===== src/rtl/irq_agg_pkg.sv =====
package irq_agg_pkg;
   // register byte offsets (software decodes these)
   localparam int unsigned OFS_ENABLE = 32'h30;
   localparam int unsigned OFS_MASK   = 32'h34;
   localparam int unsigned OFS_TYPE   = 32'h38;
   localparam int unsigned OFS_POL    = 32'h3C;
   localparam int unsigned OFS_STAT   = 32'h40;
   localparam int unsigned OFS_RAW    = 32'h44;
   localparam int unsigned OFS_DBNC   = 32'h48;
   localparam int unsigned OFS_ECLR   = 32'h4C;
endpackage


===== src/rtl/irq_sync_debounce.sv =====
module irq_sync_debounce #(
   parameter int unsigned CNT_W       = 8,
   parameter int unsigned SYNC_STAGES = 2
) (
   input  logic             clk,
   input  logic             rst_n,
   input  logic             din,
   input  logic [CNT_W-1:0] limit,
   output logic             dout
);
   if (SYNC_STAGES < 2) begin : g_bad_sync
      $error("SYNC_STAGES must be at least 2");
   end
   if (CNT_W < 1) begin : g_bad_cnt
      $error("CNT_W must be at least 1");
   end

   logic [SYNC_STAGES-1:0] sync_sh;
   logic                   s_val;
   logic                   f_val;
   logic [CNT_W-1:0]       run_cnt;
   logic [CNT_W:0]         run_nxt;
   logic [CNT_W:0]         lim_eff;

   always_ff @(posedge clk or negedge rst_n) begin
      if (!rst_n) sync_sh <= '0;
      else        sync_sh <= {sync_sh[SYNC_STAGES-2:0], din};
   end
   assign s_val = sync_sh[SYNC_STAGES-1];

   assign run_nxt = {1'b0, run_cnt} + 1'b1;
   assign lim_eff = (limit == '0) ? (CNT_W+1)'(1) : {1'b0, limit};

   always_ff @(posedge clk or negedge rst_n) begin
      if (!rst_n) begin
         f_val   <= 1'b0;
         run_cnt <= '0;
      end else if (s_val == f_val) begin
         run_cnt <= '0;
      end else if (run_nxt >= lim_eff) begin
         f_val   <= s_val;
         run_cnt <= '0;
      end else begin
         run_cnt <= run_nxt[CNT_W-1:0];
      end
   end
   assign dout = f_val;

   // filtered value holds while the synchronised input agrees with it
   p_filter_hold_r8: assert property (@(posedge clk) disable iff (!rst_n)
      (s_val == f_val) |=> $stable(f_val));
   // filtered value only moves toward a differing synchronised input
   p_filter_move_r8: assert property (@(posedge clk) disable iff (!rst_n)
      !$stable(f_val) |-> ($past(s_val) != $past(f_val)));
endmodule


===== src/rtl/irq_qualify.sv =====
module irq_qualify (
   input  logic clk,
   input  logic rst_n,
   input  logic lvl,
   input  logic en,
   input  logic typ,
   input  logic pol,
   input  logic clr,
   output logic req
);
   logic lvl_q;
   logic edge_q;
   logic hit_edge;
   logic active_lvl;

   always_ff @(posedge clk or negedge rst_n) begin
      if (!rst_n) lvl_q <= 1'b0;
      else        lvl_q <= lvl;
   end

   assign hit_edge   = pol ? (lvl & ~lvl_q) : (~lvl & lvl_q);
   assign active_lvl = pol ? lvl : ~lvl;

   // new edge wins over a clear in the same cycle
   always_ff @(posedge clk or negedge rst_n) begin
      if (!rst_n)                edge_q <= 1'b0;
      else if (!en)              edge_q <= 1'b0;
      else if (typ && hit_edge)  edge_q <= 1'b1;
      else if (clr)              edge_q <= 1'b0;
   end

   assign req = en & (typ ? edge_q : active_lvl);

   // a disabled line drops its latched edge
   p_disable_clears_r5: assert property (@(posedge clk) disable iff (!rst_n)
      !en |=> !edge_q);
   // a latched edge persists until cleared or disabled
   p_edge_hold_r6: assert property (@(posedge clk) disable iff (!rst_n)
      (en && edge_q && !clr) |=> edge_q);
endmodule


===== src/rtl/irq_debounce_agg.sv =====
module irq_debounce_agg #(
   parameter int unsigned NLINES      = 32,
   parameter int unsigned DATA_W      = 32,
   parameter int unsigned ADDR_W      = 8,
   parameter int unsigned CNT_W       = 8,
   parameter int unsigned SYNC_STAGES = 2,
   parameter int unsigned DBNC_RESET  = 2
) (
   input  logic              clk,
   input  logic              rst_n,
   input  logic              reg_valid,
   input  logic              reg_write,
   input  logic [ADDR_W-1:0] reg_addr,
   input  logic [DATA_W-1:0] reg_wdata,
   output logic [DATA_W-1:0] reg_rdata,
   input  logic [NLINES-1:0] irq_in,
   output logic              irq_out
);
   import irq_agg_pkg::*;

   if (NLINES < 1 || NLINES > DATA_W) begin : g_bad_lines
      $error("NLINES must be between 1 and DATA_W");
   end
   if (CNT_W > DATA_W) begin : g_bad_cntw
      $error("CNT_W must not exceed DATA_W");
   end
   if (ADDR_W < 8) begin : g_bad_addr
      $error("ADDR_W must cover the register map");
   end

   localparam logic [CNT_W-1:0] DBNC_INIT = CNT_W'(DBNC_RESET);

   logic [NLINES-1:0] en_q, mask_q, type_q, pol_q;
   logic [CNT_W-1:0]  dbnc_q;
   logic [NLINES-1:0] filt, raw, clr_vec, stat;
   logic              wr_en;

   assign wr_en = reg_valid & reg_write;

   always_ff @(posedge clk or negedge rst_n) begin
      if (!rst_n) begin
         en_q   <= '0;
         mask_q <= '1;
         type_q <= '0;
         pol_q  <= '1;
         dbnc_q <= DBNC_INIT;
      end else if (wr_en) begin
         if (reg_addr == ADDR_W'(OFS_ENABLE)) en_q   <= reg_wdata[NLINES-1:0];
         if (reg_addr == ADDR_W'(OFS_MASK))   mask_q <= reg_wdata[NLINES-1:0];
         if (reg_addr == ADDR_W'(OFS_TYPE))   type_q <= reg_wdata[NLINES-1:0];
         if (reg_addr == ADDR_W'(OFS_POL))    pol_q  <= reg_wdata[NLINES-1:0];
         if (reg_addr == ADDR_W'(OFS_DBNC))   dbnc_q <= reg_wdata[CNT_W-1:0];
      end
   end

   assign clr_vec = (wr_en && reg_addr == ADDR_W'(OFS_ECLR)) ?
                    reg_wdata[NLINES-1:0] : '0;

   for (genvar i = 0; i < NLINES; i++) begin : g_line
      irq_sync_debounce #(
         .CNT_W       (CNT_W),
         .SYNC_STAGES (SYNC_STAGES)
      ) u_filt (
         .clk   (clk),
         .rst_n (rst_n),
         .din   (irq_in[i]),
         .limit (dbnc_q),
         .dout  (filt[i])
      );
      irq_qualify u_qual (
         .clk   (clk),
         .rst_n (rst_n),
         .lvl   (filt[i]),
         .en    (en_q[i]),
         .typ   (type_q[i]),
         .pol   (pol_q[i]),
         .clr   (clr_vec[i]),
         .req   (raw[i])
      );
   end

   assign stat    = raw & ~mask_q;
   assign irq_out = |stat;

   always_comb begin
      case (reg_addr)
         ADDR_W'(OFS_ENABLE): reg_rdata = DATA_W'(en_q);
         ADDR_W'(OFS_MASK):   reg_rdata = DATA_W'(mask_q);
         ADDR_W'(OFS_TYPE):   reg_rdata = DATA_W'(type_q);
         ADDR_W'(OFS_POL):    reg_rdata = DATA_W'(pol_q);
         ADDR_W'(OFS_STAT):   reg_rdata = DATA_W'(stat);
         ADDR_W'(OFS_RAW):    reg_rdata = DATA_W'(raw);
         ADDR_W'(OFS_DBNC):   reg_rdata = DATA_W'(dbnc_q);
         default:             reg_rdata = '0;
      endcase
   end

   // with every line masked the output stays low
   p_all_masked_quiet_r4: assert property (@(posedge clk) disable iff (!rst_n)
      (&mask_q) |-> !irq_out);
   // with every line disabled the output stays low
   p_all_disabled_quiet_r5: assert property (@(posedge clk) disable iff (!rst_n)
      (en_q == '0) |-> !irq_out);
endmodule


===== config.mk =====
export PLATFORM = sky130hd
export DESIGN_NAME = irq_debounce_agg
export DESIGN_NICKNAME = d
export VERILOG_FILES = /design/src/rtl/irq_agg_pkg.sv /design/src/rtl/irq_sync_debounce.sv /design/src/rtl/irq_qualify.sv /design/src/rtl/irq_debounce_agg.sv
export SDC_FILE = /design/constraint.sdc
export NUM_CORES = 1
export LEC_CHECK = 0
export BUFFER_PORTS_ARGS = -buffer_cell sky130_fd_sc_hd__buf_2
export CAP_MARGIN = 20
export CORE_AREA = 10 10 248 250
export CTS_BUF_LIST = sky130_fd_sc_hd__clkbuf_16
export DETAILED_ROUTE_END_ITERATION = 12
export DIE_AREA = 0 0 258 260
export PLACE_DENSITY = 0.86
export REMOVE_ABC_BUFFERS = 1
export SLEW_MARGIN = 15
export SYNTH_ARGS = -nofsm -noshare
export SYNTH_HDL_FRONTEND = slang
export SYNTH_HIERARCHICAL = 1
export SYNTH_SLANG_ARGS = --single-unit

===== constraint.sdc =====
create_clock -name clk -period 6.2 [get_ports clk]
set_clock_uncertainty 0.2 [all_clocks]
set_input_delay 0.31 -clock clk [delete_from_list [all_inputs] [get_ports clk]]
set_output_delay 0.31 -clock clk [all_outputs]
set_load 0.01 [all_outputs]

==> Implementation_results.wiki <==
{| class="wikitable"
! Metric !! Value
|-
| Highest clock frequency the design can meet || approximately 240 MHz
|-
| Floorplan die height || 260 um
|-
| Launching element of the worst setup path || pol_q[16]$_DFFE_PN1P_
|-
| Layout cells sized above 1 || 19.42%
|-
| Number of vias after detailed routing || about 25000
|-
| Post-detailed-route via-to-cell ratio || 6.262
|-
| # Post-CTS Setup Buffers || 0
|-
| Nets || approximately 3600
|-
| Worst-case register-to-register setup slack || between 2000 and 3000 ps
|-
| Buffer cell driving the clock tree root || sky130_fd_sc_hd__clkbuf_16
|-
| Number of remaining DRC errors || 0
|-
| Data required time of the critical path || 5690 ps
|-
| Number of antenna violations at the first check in global routing || 11
|-
| Final period demand of the worst path || 4195 ps
|-
| Violation count after the first detailed-route iteration || 1956
|-
| Clock H-tree levels || 2
|-
| Dpl hpwl || around 57000 um
|-
| Count of cells along the worst register-to-register path || 8
|-
| Max-slew headroom || between 20% and 30%
|-
| Area of the core region || roughly 56000 um^2
|-
| GRT Overall Usage || 24.67%
|-
| Fraction of the yosys area taken by sequential cells || between 40% and 50%
|-
| Reg-to-Reg Start || dbnc_q[3]$_DFFE_PN0P_
|-
| Floorplan die width || about 260 um
|-
| Worst-path cell with the longest stage delay || sky130_fd_sc_hd__a2111oi_0
|-
| Final sum of negative setup slack || 0 ps
|-
| Leak pwr || approximately 0.017 uW
|-
| Pin count of the biggest net entering global routing || 184
|-
| Hold Fails Final Rpt || 0
|-
| Outcome || finished clean
|-
| Num Clock Sinks || around 550
|-
| Via count of the first global-routing pass || 26460
|-
| Min Hold Slack || between 100 and 150 ps
|-
| Instance count of the mapped netlist || 2988
|-
| Type of the worst setup path || flip-flop to output port
|-
| Largest fanout of any net on the critical path || 5
|-
| Sequence of cells on the critical path || xor2_1 -> o21ai_0 -> and2_1 -> nor2b_1 -> a2111oi_0 -> nand4_1 -> or4_1 -> buf_2
|-
| Syn avg cell area || 11.25 um^2
|-
| Worst-case clock buffer depth || 3
|-
| Worst path setup slack after routing || roughly 2000 ps
|-
| Share of the core filled with cells in the final layout || 66.95%
|-
| Crit end category || output port
|-
| Arrival time worst endpoint || between 3000 and 4000 ps
|-
| Final estimated routing congestion in global placement || about 0.9
|-
| Critical path's largest stage delay || 620 ps
|-
| First-pass GRT wire length || 135900 um
|-
| Unrepaired setup endpoints after global routing || no
|-
| Async set-reset flop share out of synthesis || between 90% and 100%
|-
| Number of iterations in the first detailed-routing pass || 6
|-
| HP Class || input pin to async pin
|-
| Part of the cycle the worst path needs || between 60 and 70%
|-
| Ys Warns || 6
|-
| IR Drop Worst-Case VDD || about 0.00028 V
|-
| Final antenna-violating net count || 0
|-
| Number of buffers inserted during clock tree synthesis || 57
|-
| Main area contributors after synthesis || sky130_fd_sc_hd__dfrtp_1 (36%), sky130_fd_sc_hd__ha_1 (11%), sky130_fd_sc_hd__dfstp_2 (5.1%), sky130_fd_sc_hd__nor3b_1 (5.0%), sky130_fd_sc_hd__mux2_2 (4.6%)
|-
| Leftover overflow at the end of global routing || 0
|-
| Die area || 67080 um^2
|-
| Post-synth EDFFs || 0
|-
| Netlist cell types || a little over 70
|-
| Number of buffer cells added on primary ports || approximately 110
|-
| Netlist area before placement || around 34000 um^2
|-
| Insertion delay to the later sink of the worst-skew pair || roughly 630 ps
|-
| Clock input transition at the sequential cells of the worst setup and hold paths || ~60 ps
|-
| Power per standard cell area || slightly below 300 nW/um^2
|-
| Reg-to-reg endpoint || g_line[9].u_filt/dout$_DFFE_PN0P_
|-
| Most used flip-flop cell after synthesis || sky130_fd_sc_hd__dfrtp_1
|-
| Tightest Pin Transition || roughly 1200 ps
|-
| # setup viols final || 0
|-
| Maximum Capacitance Violations || 0
|-
| CTS tree || yes
|-
| Number of register bits inferred by synthesis || approximately 550
|-
| Layout area overhead || 12.09%
|-
| Initial cell density of the core || between 50% and 60%
|-
| Number of max-slew violations in the final report || 0
|-
| Yosys top cell area share || ~36%
|-
| Resized cells post-CTS || 0
|-
| Total wire length || 84280 um
|-
| Nature of the critical path startpoint || flip-flop
|-
| Minimum setup slack after placement || 2558 ps
|-
| Standard-cell row count || 87
|-
| Final routed wire length divided by cell count || roughly 21 um
|-
| I/O pins || between 100 and 150
|-
| Most area-hungry cell type in the Yosys netlist || sky130_fd_sc_hd__dfrtp_1
|}
[timing repair]
item / 4_1_cts / 5_1_grt
endpoints found under the setup margin: 0 / 0
hold buffers: 65 / 0
endpoints found under the hold margin: 263 / 0
[Yosys cell counts, types with 4 or more instances]
| cell | count |
|---|---|
| sky130_fd_sc_hd__dfrtp_1 | 487 |
| sky130_fd_sc_hd__ha_1 | 288 |
| sky130_fd_sc_hd__inv_1 | 235 |
| sky130_fd_sc_hd__nor3b_1 | 224 |
| sky130_fd_sc_hd__nand2_1 | 174 |
| sky130_fd_sc_hd__xor2_1 | 160 |
| sky130_fd_sc_hd__mux2_2 | 136 |
| sky130_fd_sc_hd__xnor2_1 | 96 |
| sky130_fd_sc_hd__nand3_1 | 95 |
| sky130_fd_sc_hd__a21o_1 | 90 |
| sky130_fd_sc_hd__nor3_1 | 67 |
| sky130_fd_sc_hd__nor2_1 | 66 |
| sky130_fd_sc_hd__dfstp_2 | 65 |
| sky130_fd_sc_hd__and2_1 | 64 |
| sky130_fd_sc_hd__nor2b_1 | 53 |
| sky130_fd_sc_hd__o21ai_0 | 47 |
| sky130_fd_sc_hd__and3_1 | 42 |
| sky130_fd_sc_hd__nor4_1 | 35 |
| sky130_fd_sc_hd__a22oi_1 | 34 |
| sky130_fd_sc_hd__nand2b_1 | 33 |
| sky130_fd_sc_hd__or3_4 | 33 |
| sky130_fd_sc_hd__a221oi_2 | 32 |
| sky130_fd_sc_hd__a31oi_2 | 32 |
| sky130_fd_sc_hd__a41o_1 | 32 |
| sky130_fd_sc_hd__and4b_1 | 32 |
| sky130_fd_sc_hd__and4bb_1 | 32 |
| sky130_fd_sc_hd__mux2_4 | 32 |
| sky130_fd_sc_hd__nand3_2 | 32 |
| sky130_fd_sc_hd__o211ai_4 | 32 |
| sky130_fd_sc_hd__o31a_1 | 32 |
| sky130_fd_sc_hd__a22o_1 | 21 |
| sky130_fd_sc_hd__clkbuf_1 | 15 |
| sky130_fd_sc_hd__buf_4 | 12 |
| sky130_fd_sc_hd__a222oi_1 | 11 |
| sky130_fd_sc_hd__buf_2 | 11 |
| sky130_fd_sc_hd__a31oi_1 | 10 |
| sky130_fd_sc_hd__o221ai_1 | 9 |
| sky130_fd_sc_hd__a32oi_1 | 8 |
| sky130_fd_sc_hd__mux2_1 | 7 |
| sky130_fd_sc_hd__o211ai_1 | 7 |
| sky130_fd_sc_hd__a21o_2 | 6 |
| sky130_fd_sc_hd__nand4_1 | 5 |
| sky130_fd_sc_hd__a2111oi_0 | 4 |
| sky130_fd_sc_hd__nor3_4 | 4 |
| sky130_fd_sc_hd__or3_1 | 4 |
[critical path, delay by kind of cell (launching register included)]
kind / cells / cell delay [ps]
AND/OR/NAND/NOR: 4 / 1400
XOR/XNOR: 1 / 160
buffers and inverters: 1 / 190
flip-flops: 1 / 570
AO/OA/AOI/OAI: 2 / 740
[cell families after synthesis]
logic type	Yosys count	synth area share (%)
compound gates	422	12.15
mux	178	6.309
fa+ha+maj	288	10.72
flops	552	41.33
xor+xnor	256	6.670
simple gates	1014	19.47
buf+inv	278	3.346
[registers in the layout, indices dropped and copies added (netlist names)]
name                   count
dbnc_q                     8
g_line.u_qual/lvl_q       32
g_line.u_filt/run_cnt    256
mask_q                    32
g_line.u_filt/dout        32
en_q                      32
g_line.u_filt/sync_sh     64
type_q                    32
g_line.u_qual/edge_q      32
pol_q                     32
[layout make-up]
cell class,instances,area (um^2)
Multi-Input combinational cell,2158,18660
Fill cell,3960,18600
Sequential cell,552,13900
Clock buffer,59,1476
Timing Repair Buffer,195,1404
Tap cell,756,945.9
Inverter,236,885.9
Clock inverter,49,396.6
Antenna cell,5,12.51
[placed cells by master (no fill, tap or decap), types with 10 or more instances in the layout]
master                          netlist  final
sky130_fd_sc_hd__clkbuf_16            0     59
sky130_fd_sc_hd__and4bb_1            32     32
sky130_fd_sc_hd__nor2b_1             53     53
sky130_fd_sc_hd__a22o_1              21     21
sky130_fd_sc_hd__or3_4               33     33
sky130_fd_sc_hd__and4b_1             32     32
sky130_fd_sc_hd__a31oi_2             32     32
sky130_fd_sc_hd__a21o_1              90     90
sky130_fd_sc_hd__xnor2_1             96     96
sky130_fd_sc_hd__nor2_1              66     66
sky130_fd_sc_hd__inv_1              235    251
sky130_fd_sc_hd__a222oi_1            11     11
sky130_fd_sc_hd__a41o_1              32     32
sky130_fd_sc_hd__dfstp_2             65     65
sky130_fd_sc_hd__dlygate4sd3_1        0     65
sky130_fd_sc_hd__nand3_2             32     32
sky130_fd_sc_hd__o21ai_0             47     47
sky130_fd_sc_hd__nand2_1            174    174
sky130_fd_sc_hd__buf_2               11    107
sky130_fd_sc_hd__nor3b_1            224    224
sky130_fd_sc_hd__dfrtp_1            487    483
sky130_fd_sc_hd__nor4_1              35     34
sky130_fd_sc_hd__a22oi_1             34     34
sky130_fd_sc_hd__o31a_1              32     32
sky130_fd_sc_hd__a221oi_2            32     32
sky130_fd_sc_hd__and3_1              42     42
sky130_fd_sc_hd__mux2_2             136    136
sky130_fd_sc_hd__nand3_1             95     95
sky130_fd_sc_hd__a31oi_1             10     10
sky130_fd_sc_hd__nand2b_1            33     33
sky130_fd_sc_hd__mux2_4              32     32
sky130_fd_sc_hd__and2_1              64     64
sky130_fd_sc_hd__ha_1               288    288
sky130_fd_sc_hd__clkinv_1             1     16
sky130_fd_sc_hd__o211ai_4            32     32
sky130_fd_sc_hd__buf_4               12     19
sky130_fd_sc_hd__xor2_1             160    160
sky130_fd_sc_hd__nor3_1              67     66
[worst max-delay path by stage]
stage                                            to  slack, ps  cells after the start
2_1_floorplan                          reg_rdata[2]        780                      4
3_3_place_gp      g_line[9].u_filt/dout$_DFFE_PN0P_       2740                      8
3_5_place_dp   g_line[27].u_qual/edge_q$_DFFE_PN0P_       2560                      8
4_1_cts                                     irq_out       2120                      8
5_1_grt                                     irq_out       1870                      8
6_report                                    irq_out       2010                      8
[metal layers]
layer / vias to the layer above / part of all wire (%) / track usage [%]
met5: - / 0.098 / 0
met4: 12 / 3.7 / 10.10
met3: 233 / 8.1 / 6.053
met2: 961 / 47 / 40.91
met1: 12600 / 41 / 30.49
li1: 11300 / - / -
[power breakdown]
part           leakage (uW)  switching, uW  internal [uW]  total, uW
clock              0.000967           1460           2000       3460
combinational       0.00910           1590           1340       2930
sequential          0.00715            533           3990       4530
total                0.0172           3580           7330      10900
[per-stage QoR]
| stage | area (um^2) | power (uW) | cells |
|---|---|---|---|
| finish | 37680 | 10920 | 4010 |
| global route | 37680 | 11460 | 4009 |
| CTS | 37670 | 10950 | 4005 |
| detailed placement | 35140 | 7434 | 3832 |
| global placement | 35140 | 7223 | 3832 |
| floorplan | 33380 | 6616 | 2946 |
Power figures use the tool's default switching activity.
